### src/rtl/rst_ctrl_pkg.sv
package rst_ctrl_pkg;

    localparam int NFLAG      = 7;
    localparam int PWRT_TICKS = 2048;

    // flag bit positions (active-low cause flags)
    localparam int F_BRN = 0;
    localparam int F_PWR = 1;
    localparam int F_SLP = 2;
    localparam int F_WDT = 3;
    localparam int F_INS = 4;
    localparam int F_SFL = 5;
    localparam int F_SUN = 6;

    typedef logic [NFLAG-1:0] flag_vec_t;

    // one bit per flag, same order as the flag vector (msb = bit 6)
    typedef struct packed {
        logic sunder;
        logic sfull;
        logic instr;
        logic wdt;
        logic mclr_lp;
        logic pwr;
        logic brown;
    } cause_t;

    function automatic flag_vec_t por_flags();
        flag_vec_t v;
        v        = '1;
        v[F_BRN] = 1'b0;
        v[F_PWR] = 1'b0;
        return v;
    endfunction

    function automatic cause_t build_cause(
        input logic brown,
        input logic mclr_act,
        input logic lowpower,
        input logic wdt,
        input logic instr,
        input logic sfull,
        input logic sunder
    );
        cause_t c;
        c.brown   = brown;
        c.pwr     = 1'b0;
        c.mclr_lp = mclr_act & lowpower;
        c.wdt     = wdt;
        c.instr   = instr;
        c.sfull   = sfull;
        c.sunder  = sunder;
        return c;
    endfunction

endpackage

### src/rtl/rst_ctrl_sync.sv
module rst_ctrl_sync #(
    parameter int STAGES = 2
) (
    input  logic clk,
    input  logic rst,
    input  logic d_i,
    output logic q_o
);
    logic [STAGES-1:0] sh;

    always_ff @(posedge clk) begin
        if (rst) sh <= '1;
        else     sh <= {sh[STAGES-2:0], d_i};
    end

    assign q_o = sh[STAGES-1];
endmodule

### src/rtl/rst_ctrl_pwrt.sv
module rst_ctrl_pwrt #(
    parameter int TICK_DIV = 320,
    parameter int TICKS    = 2048
) (
    input  logic clk,
    input  logic por_i,
    input  logic restart_i,
    input  logic run_i,
    output logic expire_o
);
    localparam int PW = (TICK_DIV > 1) ? $clog2(TICK_DIV) : 1;
    localparam int CW = $clog2(TICKS);
    localparam logic [PW-1:0] PLAST = PW'(TICK_DIV - 1);
    localparam logic [CW-1:0] CLAST = CW'(TICKS - 1);

    logic [PW-1:0] presc;
    logic [CW-1:0] cnt;
    logic          tick;

    assign tick     = (presc == PLAST);
    assign expire_o = run_i & tick & (cnt == CLAST);

    always_ff @(posedge clk) begin
        if (por_i || restart_i) begin
            presc <= '0;
            cnt   <= '0;
        end else if (run_i) begin
            if (tick) begin
                presc <= '0;
                cnt   <= cnt + CW'(1);
            end else begin
                presc <= presc + PW'(1);
            end
        end
    end


    hold_while_idle_chk: assert property (@(posedge clk) disable iff (por_i)
        (!run_i && !restart_i) |=> $stable(cnt));
endmodule

### src/rtl/rst_ctrl_flags.sv
module rst_ctrl_flags
    import rst_ctrl_pkg::*;
(
    input  logic      clk,
    input  logic      por_i,
    input  logic      in_rst_i,
    input  logic      we_i,
    input  flag_vec_t wdata_i,
    input  cause_t    cause_i,
    output flag_vec_t flags_o
);
    flag_vec_t flags_q;
    flag_vec_t base;
    flag_vec_t ev;

    assign ev = flag_vec_t'(cause_i);

    always_comb begin
        base = flags_q;
        if (we_i && !in_rst_i) base = wdata_i;
    end

    always_ff @(posedge clk) begin
        if (por_i) flags_q <= por_flags();
        else       flags_q <= base & ~ev;
    end

    assign flags_o = flags_q;


    wr_ignored_chk: assert property (@(posedge clk) disable iff (por_i)
        (we_i && in_rst_i && (ev == '0)) |=> $stable(flags_q));


    sun_clear_chk: assert property (@(posedge clk) disable iff (por_i)
        cause_i.sunder |=> !flags_q[F_SUN]);
endmodule

### src/rtl/rst_ctrl.sv
module rst_ctrl
    import rst_ctrl_pkg::*;
#(
    parameter int TICK_DIV    = 320,
    parameter int BROWNOUT_EN = 1
) (
    input  logic       clk,
    input  logic       por_i,
    input  logic       mclr_n_i,
    input  logic       lowpower_i,
    input  logic       bod_i,
    input  logic       wdt_i,
    input  logic       rst_instr_i,
    input  logic       stk_full_i,
    input  logic       stk_under_i,
    input  logic       flag_we_i,
    input  logic [6:0] flag_wdata_i,
    output logic [6:0] flags_o,
    output logic       chip_rst_o
);
    localparam logic BOD_KEEP = (BROWNOUT_EN != 0);

    logic   mclr_s;
    logic   mclr_act;
    logic   bod_eff;
    logic   src_any;
    logic   pend;
    logic   expire;
    logic   chip_rst_q;
    cause_t cause;

    rst_ctrl_sync #(.STAGES(2)) u_sync (
        .clk (clk),
        .rst (por_i),
        .d_i (mclr_n_i),
        .q_o (mclr_s)
    );

    assign mclr_act = ~mclr_s;
    assign bod_eff  = bod_i & BOD_KEEP;
    assign src_any  = bod_eff | mclr_act | wdt_i | rst_instr_i | stk_full_i | stk_under_i;

    assign cause = build_cause(bod_eff, mclr_act, lowpower_i, wdt_i,
                               rst_instr_i, stk_full_i, stk_under_i);

    rst_ctrl_pwrt #(.TICK_DIV(TICK_DIV), .TICKS(PWRT_TICKS)) u_pwrt (
        .clk       (clk),
        .por_i     (por_i),
        .restart_i (bod_eff),
        .run_i     (pend & ~src_any),
        .expire_o  (expire)
    );

    // set/reset hold: sources set it, timer or source removal clears it
    always_ff @(posedge clk) begin
        if (por_i) begin
            chip_rst_q <= 1'b1;
            pend       <= 1'b1;
        end else begin
            if (bod_eff)     pend <= 1'b1;
            else if (expire) pend <= 1'b0;

            if (src_any)               chip_rst_q <= 1'b1;
            else if (!pend || expire)  chip_rst_q <= 1'b0;
        end
    end

    rst_ctrl_flags u_flags (
        .clk      (clk),
        .por_i    (por_i),
        .in_rst_i (chip_rst_q),
        .we_i     (flag_we_i),
        .wdata_i  (flag_wdata_i),
        .cause_i  (cause),
        .flags_o  (flags_o)
    );

    assign chip_rst_o = chip_rst_q;


    src_set_chk: assert property (@(posedge clk) disable iff (por_i)
        src_any |=> chip_rst_o);


    pend_hold_chk: assert property (@(posedge clk) disable iff (por_i)
        (pend && !expire) |=> chip_rst_o);


    quick_release_chk: assert property (@(posedge clk) disable iff (por_i)
        (chip_rst_o && !pend && !src_any) |=> !chip_rst_o);
endmodule

### config.mk
export PLATFORM = sky130hd
export DESIGN_NAME = rst_ctrl
export DESIGN_NICKNAME = d
export VERILOG_FILES = /design/src/rtl/rst_ctrl_pkg.sv /design/src/rtl/rst_ctrl_sync.sv /design/src/rtl/rst_ctrl_pwrt.sv /design/src/rtl/rst_ctrl_flags.sv /design/src/rtl/rst_ctrl.sv
export SDC_FILE = /design/constraint.sdc
export NUM_CORES = 1
export LEC_CHECK = 0
export BUFFER_PORTS_ARGS = -buffer_cell sky130_fd_sc_hd__buf_2
export CAP_MARGIN = 10
export CORE_ASPECT_RATIO = 0.7
export CORE_MARGIN = 1
export CORE_UTILIZATION = 35
export CTS_CLUSTER_SIZE = 16
export DETAILED_ROUTE_END_ITERATION = 10
export GPL_TIMING_DRIVEN = 0
export PLACE_DENSITY_LB_ADDON = 0.1
export SYNTH_ARGS = -nofsm -noshare
export SYNTH_HDL_FRONTEND = slang
export SYNTH_HIERARCHICAL = 1
export SYNTH_SLANG_ARGS = --single-unit
### constraint.sdc
create_clock -name clk -period 5.4 [get_ports clk]
set_clock_uncertainty 0.05 [all_clocks]
set_input_delay 1.08 -clock clk [delete_from_list [all_inputs] [get_ports clk]]
set_output_delay 1.08 -clock clk [all_outputs]
set_load 0.01 [all_outputs]
* Word level (Yosys, flattened, before mapping)
Index checks and enable logic that the tools add are counted.
Operators by class: add/sub/neg operators 2, equal/unequal tests 2, multiplexer cells 2, bitwise operators 13, reductions and logical operators 8
Operators with widths (count):
- $add 11x1->11 const B | 1
- $eq 11x11->1 const B | 1
- $add 9x1->9 const B | 1
- $eq 9x9->1 const B | 1
- $mux 9 | 1
- $and 7x7->7 | 1
- $mux 7 | 1
- $not 7->7 | 1
- $or 1x1->1 | 5
- $and 1x1->1 | 4
- $reduce_or 2->1 | 2
- $logic_not 1->1 | 2
- $logic_or 1x1->1 | 2
- $not 1->1 | 2
- $reduce_and 2->1 | 1
- $logic_and 1x1->1 | 1
Storage, ports and cells: flip-flop bits (word level) 31, output and inout bits 8, logic and storage cells 33

* Logic depth before layout (Yosys ltp)
depth in word-level cells 11, depth in mapped cells 9

* By module
Netlist, hierarchy kept.
By module, submodules not included:
- rst_ctrl_pwrt | times used 1, cells each 113, area an instance 947.2 um^2, sequential area each 400.4 um^2
- rst_ctrl_flags | times used 1, cells each 23, area an instance 291.5 um^2, sequential area each 140.1 um^2
- rst_ctrl | times used 1, cells each 12, area an instance 103.8 um^2, sequential area each 40.0 um^2
- rst_ctrl_sync | times used 1, cells each 4, area an instance 52.6 um^2, sequential area each 40.0 um^2

* Least setup slack after synthesis
No wires, ideal clock.
path kind input to register, start in rst_instr_i, end reg u_pwrt.cnt[8], library setup time 71 ps, arrival 2851 ps, setup slack 2428 ps, stages on the path 8, cell sequence nor4_2 -> and3_1 -> buf_2 -> nand4_1 -> or2_1 -> clkbuf_1 -> or4_1 -> a21oi_1
Between the ends: longest elaborated chain between the ends 6
RTL lines:
- start: declaration | line rst_ctrl.sv:13 | input logic rst_instr_i,
- $or 1x1->1 (3 in series) | line rst_ctrl.sv:41 | assign src_any = bod_eff | mclr_act | wdt_i | rst_instr_i | stk_full_i | stk_under_i;
- $not 1->1 | line rst_ctrl.sv:50 | .run_i (pend & ~src_any),
- $and 1x1->1 | line rst_ctrl.sv:50
- $reduce_and 2->1 (no source line)
- end signal: assignment | line rst_ctrl_pwrt.sv:30 | cnt <= cnt + CW'(1);
- end: declaration | line rst_ctrl_pwrt.sv:17 | logic [CW-1:0] cnt;
No other way between the ends. A chain may end at the register's enable or synchronous reset.

* Final worst setup path
start in rst_instr_i, end reg chip_rst_q, in the netlist chip_rst_o
Between the ends: longest elaborated chain between the ends 8, elaborated cells between the ends (all ways) 9, classes of those cells bitwise (7); reduce/logical (2)
RTL lines:
- $or 1x1->1 (3 in series) | line rst_ctrl.sv:41
- $not 1->1 | line rst_ctrl.sv:50
- $and 1x1->1 | line rst_ctrl.sv:50
- $and 1x1->1 (2 in series) | line rst_ctrl_pwrt.sv:21 | assign expire_o = run_i & tick & (cnt == CLAST);
- via expire | line rst_ctrl.sv:28 | logic expire;
- $logic_or 1x1->1 | line rst_ctrl.sv:64 | else if (!pend || expire) chip_rst_q <= 1'b0;
- end signal: assignment | line rst_ctrl.sv:57 | chip_rst_q <= 1'b1;
- end signal: assignment | line rst_ctrl.sv:63 | if (src_any) chip_rst_q <= 1'b1;
- end signal: assignment | line rst_ctrl.sv:64
- end: declaration | line rst_ctrl.sv:29 | logic chip_rst_q;
The timed path passes the listed nets, and every way through them passes these cells.

==> out/summary.txt <==
Detail Route Antenna Nets - 0
Final setup viols - 0
WHS - 0.361 ns
Critical path endpoint category - flop
Final WL - 2.73 mm
Startpoint types - input port
Slew @ Worst Pin - 0.573 ns
Final hold vios - 0
Distinct cell type count after synthesis - 37
Number of synthesized flops with an enable pin - 0
Vias in the first global route - 969
Leak - 0.000679 uW
Commonest non-fill, non-tap cell in the layout - dfxtp_1
Cells after Synth - 152
R2R Path End - chip_rst_o
Gr ovfl total - 0
Internal power - 332 uW
Global Route met2 Usage - 21.1%
Cells after DPL - 226
CTS tree - yes
Seq pwr share - 54.8%
Crit-path slowest cell - nor4_1
Syn_area_per_cell - 9.18 sq um
CP required - 5.51 ns
CP endpoint - chip_rst_o
Logic gate share of total power - 4.9%
Met1 usage - 20.1%
Primary FF master, synth - dfxtp_1
Final Cycle Share - 59.0%
Setup Buffers After CTS - 0
Vias - 1188
CP Buf/Inv Count - 3
Peak VDD IR - 0.000129 V
Setup crit start - rst_instr_i
Post-CTS Hold Fix Bufs - 0
CTS buffer count - 5
Worst Hold Class - flop to flop
Max clock buf depth - 2
Clock Sinks - 31
Status - completed
Crit path top cell by count - buf_2
# DRC - 0
Site Rows - 18
Filler cells - 353
Yosys top cell by area - dfxtp_1
Synth-to-layout area growth - 18.9%
Core Area - 3670 sq um
Reg2Reg Setup Slack - 2.96 ns
Final nets - 202
1st-iter DRT viols - 118
Initial antenna violation count - 0
Crit path depth - 10
#FFs+latches synth - 31
Die Wd - 77.5 microns
Sw frac - 22.0%
Crit-path max FO - 7
Clk pwr share - 40.3%
RSZ-0062 raised after global routing - false
Root Buffer - clkbuf_8
CP top delay family - simple AND/OR/NAND/NOR gates
Power Total - 426 uW
Ratio of cells with drive above 1 in the final layout - 21.2%
Post-CTS sizing - 0
Post-route setup TNS - 0 ns
Clk pin slew, worst setup/hold paths - 0.06 ns
First-pass GRT wire length - 4.60 mm
Port buffer count - 24
Synthesized area - 1400 sq um
Peak per-stage delay on the critical path - 0.42 ns
Reg2reg path depth - 9
Synth top area share - 44.5%
Ys Warns - 6
H-tree level count - 2
Global Route Usage Sum - 14.6%
DP HPWL - 2.07 mm
Worst Path Arrival - 3.29 ns
P per Cell Area - 256 nW/um^2
Register area share after synthesis - 44.5%
Area contributors post-synth - dfxtp_1 (44%), mux2i_1 (5.7%), nor2_1 (5.1%)
First-pass DRT Iterations - 4
Clock latency at the later pin of the worst-skew pair - 0.28 ns
Number of antenna diodes - 0
Final GP Congestion - 0.751
Die ar. - 4250 sq um
Worst path cell trace - buf_2 -> nor4_2 -> and3_1 -> buf_2 -> nand4_1 -> or2_1 -> clkbuf_1 -> nor4_1 -> nand3b_1 -> nand4b_1
Max Cap Viol - 0
IO Count - 25
WL/cell - 11.6 microns
Max-slew headroom - 61.5%
Hold depth - 1
Highest Clock Rate - 314 MHz
Gr busiest metal - met2
Async SR Flop Fraction - 0%
Net Switching - 93.6 uW
Final std cells w/o fill - 234
Pin count of the biggest net entering global routing - 14
Final core occ - 45.2%
Min cycle time layout - 3.19 ns
Met3 usage - 4.50%
Final slew viol count - 0
Syn Nets - 171
Initial Utilization - 38.0%
Critical path class - input port to flop
Die H - 54.8 microns
DR vias/cell - 5.08
Reg-to-Reg Start - u_sync/sh[1]
Most frequent cells in the layout - dfxtp_1 (31), buf_2 (26), nor2_1 (19)
[worst min path at each step]
stage | start | endpoint
6_report | u_sync/sh[0] | u_sync/sh[1]
5_1_grt | u_sync/sh[0] | u_sync/sh[1]
4_1_cts | u_sync/sh[0] | u_sync/sh[1]
3_5_place_dp | u_sync/sh[0] | u_sync/sh[1]
3_3_place_gp | u_sync/sh[0] | u_sync/sh[1]
2_1_floorplan | u_sync/sh[0] | u_sync/sh[1]
[metal layers]
layer | vias up | wire length (microns)
li1 | 608 | -
met1 | 553 | 1440
met3 | 4 | 145
met5 | - | 0
met2 | 23 | 1110
met4 | 0 | 29
[state kept, by name (all words and copies together) (netlist names)]
signal,count
u_pwrt/cnt,11
u_pwrt/presc,9
u_flags/flags_o,7
u_sync/sh,2
chip_rst_o,1
pend,1
[cells in the mapped netlist (all sizes together), types with 3 or more instances]
cell type	count
mux2i	8
nor2	19
xor2	4
or2	5
nor3	3
o21ai	5
a21oi	7
xnor2	5
nand3	5
o21bai	5
buf	3
inv	3
nand4	7
dfxtp	31
nand2	9
nand3b	3
nor4	4
a31oi	3
[final cells by class]
| type | count | area, sq um | area share [%] |
|---|---|---|---|
| plain buffers | 5 | 37.5 | 2.26 |
| clock buffers | 7 | 76.3 | 4.60 |
| clock inverters | 1 | 5.00 | 0.302 |
| inverters | 3 | 11.3 | 0.679 |
| multi-input cells | 113 | 726 | 43.7 |
| flip-flops and latches | 31 | 621 | 37.4 |
| well taps | 50 | 62.6 | 3.77 |
| repair buffers | 24 | 120 | 7.24 |
[kinds of logic after synthesis]
family	share of synthesized area, %
buf+inv	3.50
mux	5.74
flops	44.5
other cells	0.269
xor+xnor	5.65
fa+ha+maj	1.79
simple gates	26.5
compound gates	12.1
[through the flow]
stage          area, sq um  setup WS [ns]
6_report              1660           2.21
3_3_place_gp          1580           1.90
3_5_place_dp          1580           1.91
2_1_floorplan         1400           2.43
4_1_cts               1660           2.20
5_1_grt               1660           2.00
[power groups by stage]
stage | sequential (uW) | clock (uW) | combinational [uW]
5_1_grt | 233 | 190 | 23.7
3_3_place_gp | 238 | 0 | 20.9
2_1_floorplan | 239 | 0 | 7.98
4_1_cts | 233 | 177 | 21.5
6_report | 233 | 171 | 21.0
3_5_place_dp | 238 | 0 | 21.5
No activity file was read; power rests on OpenSTA's default activity.
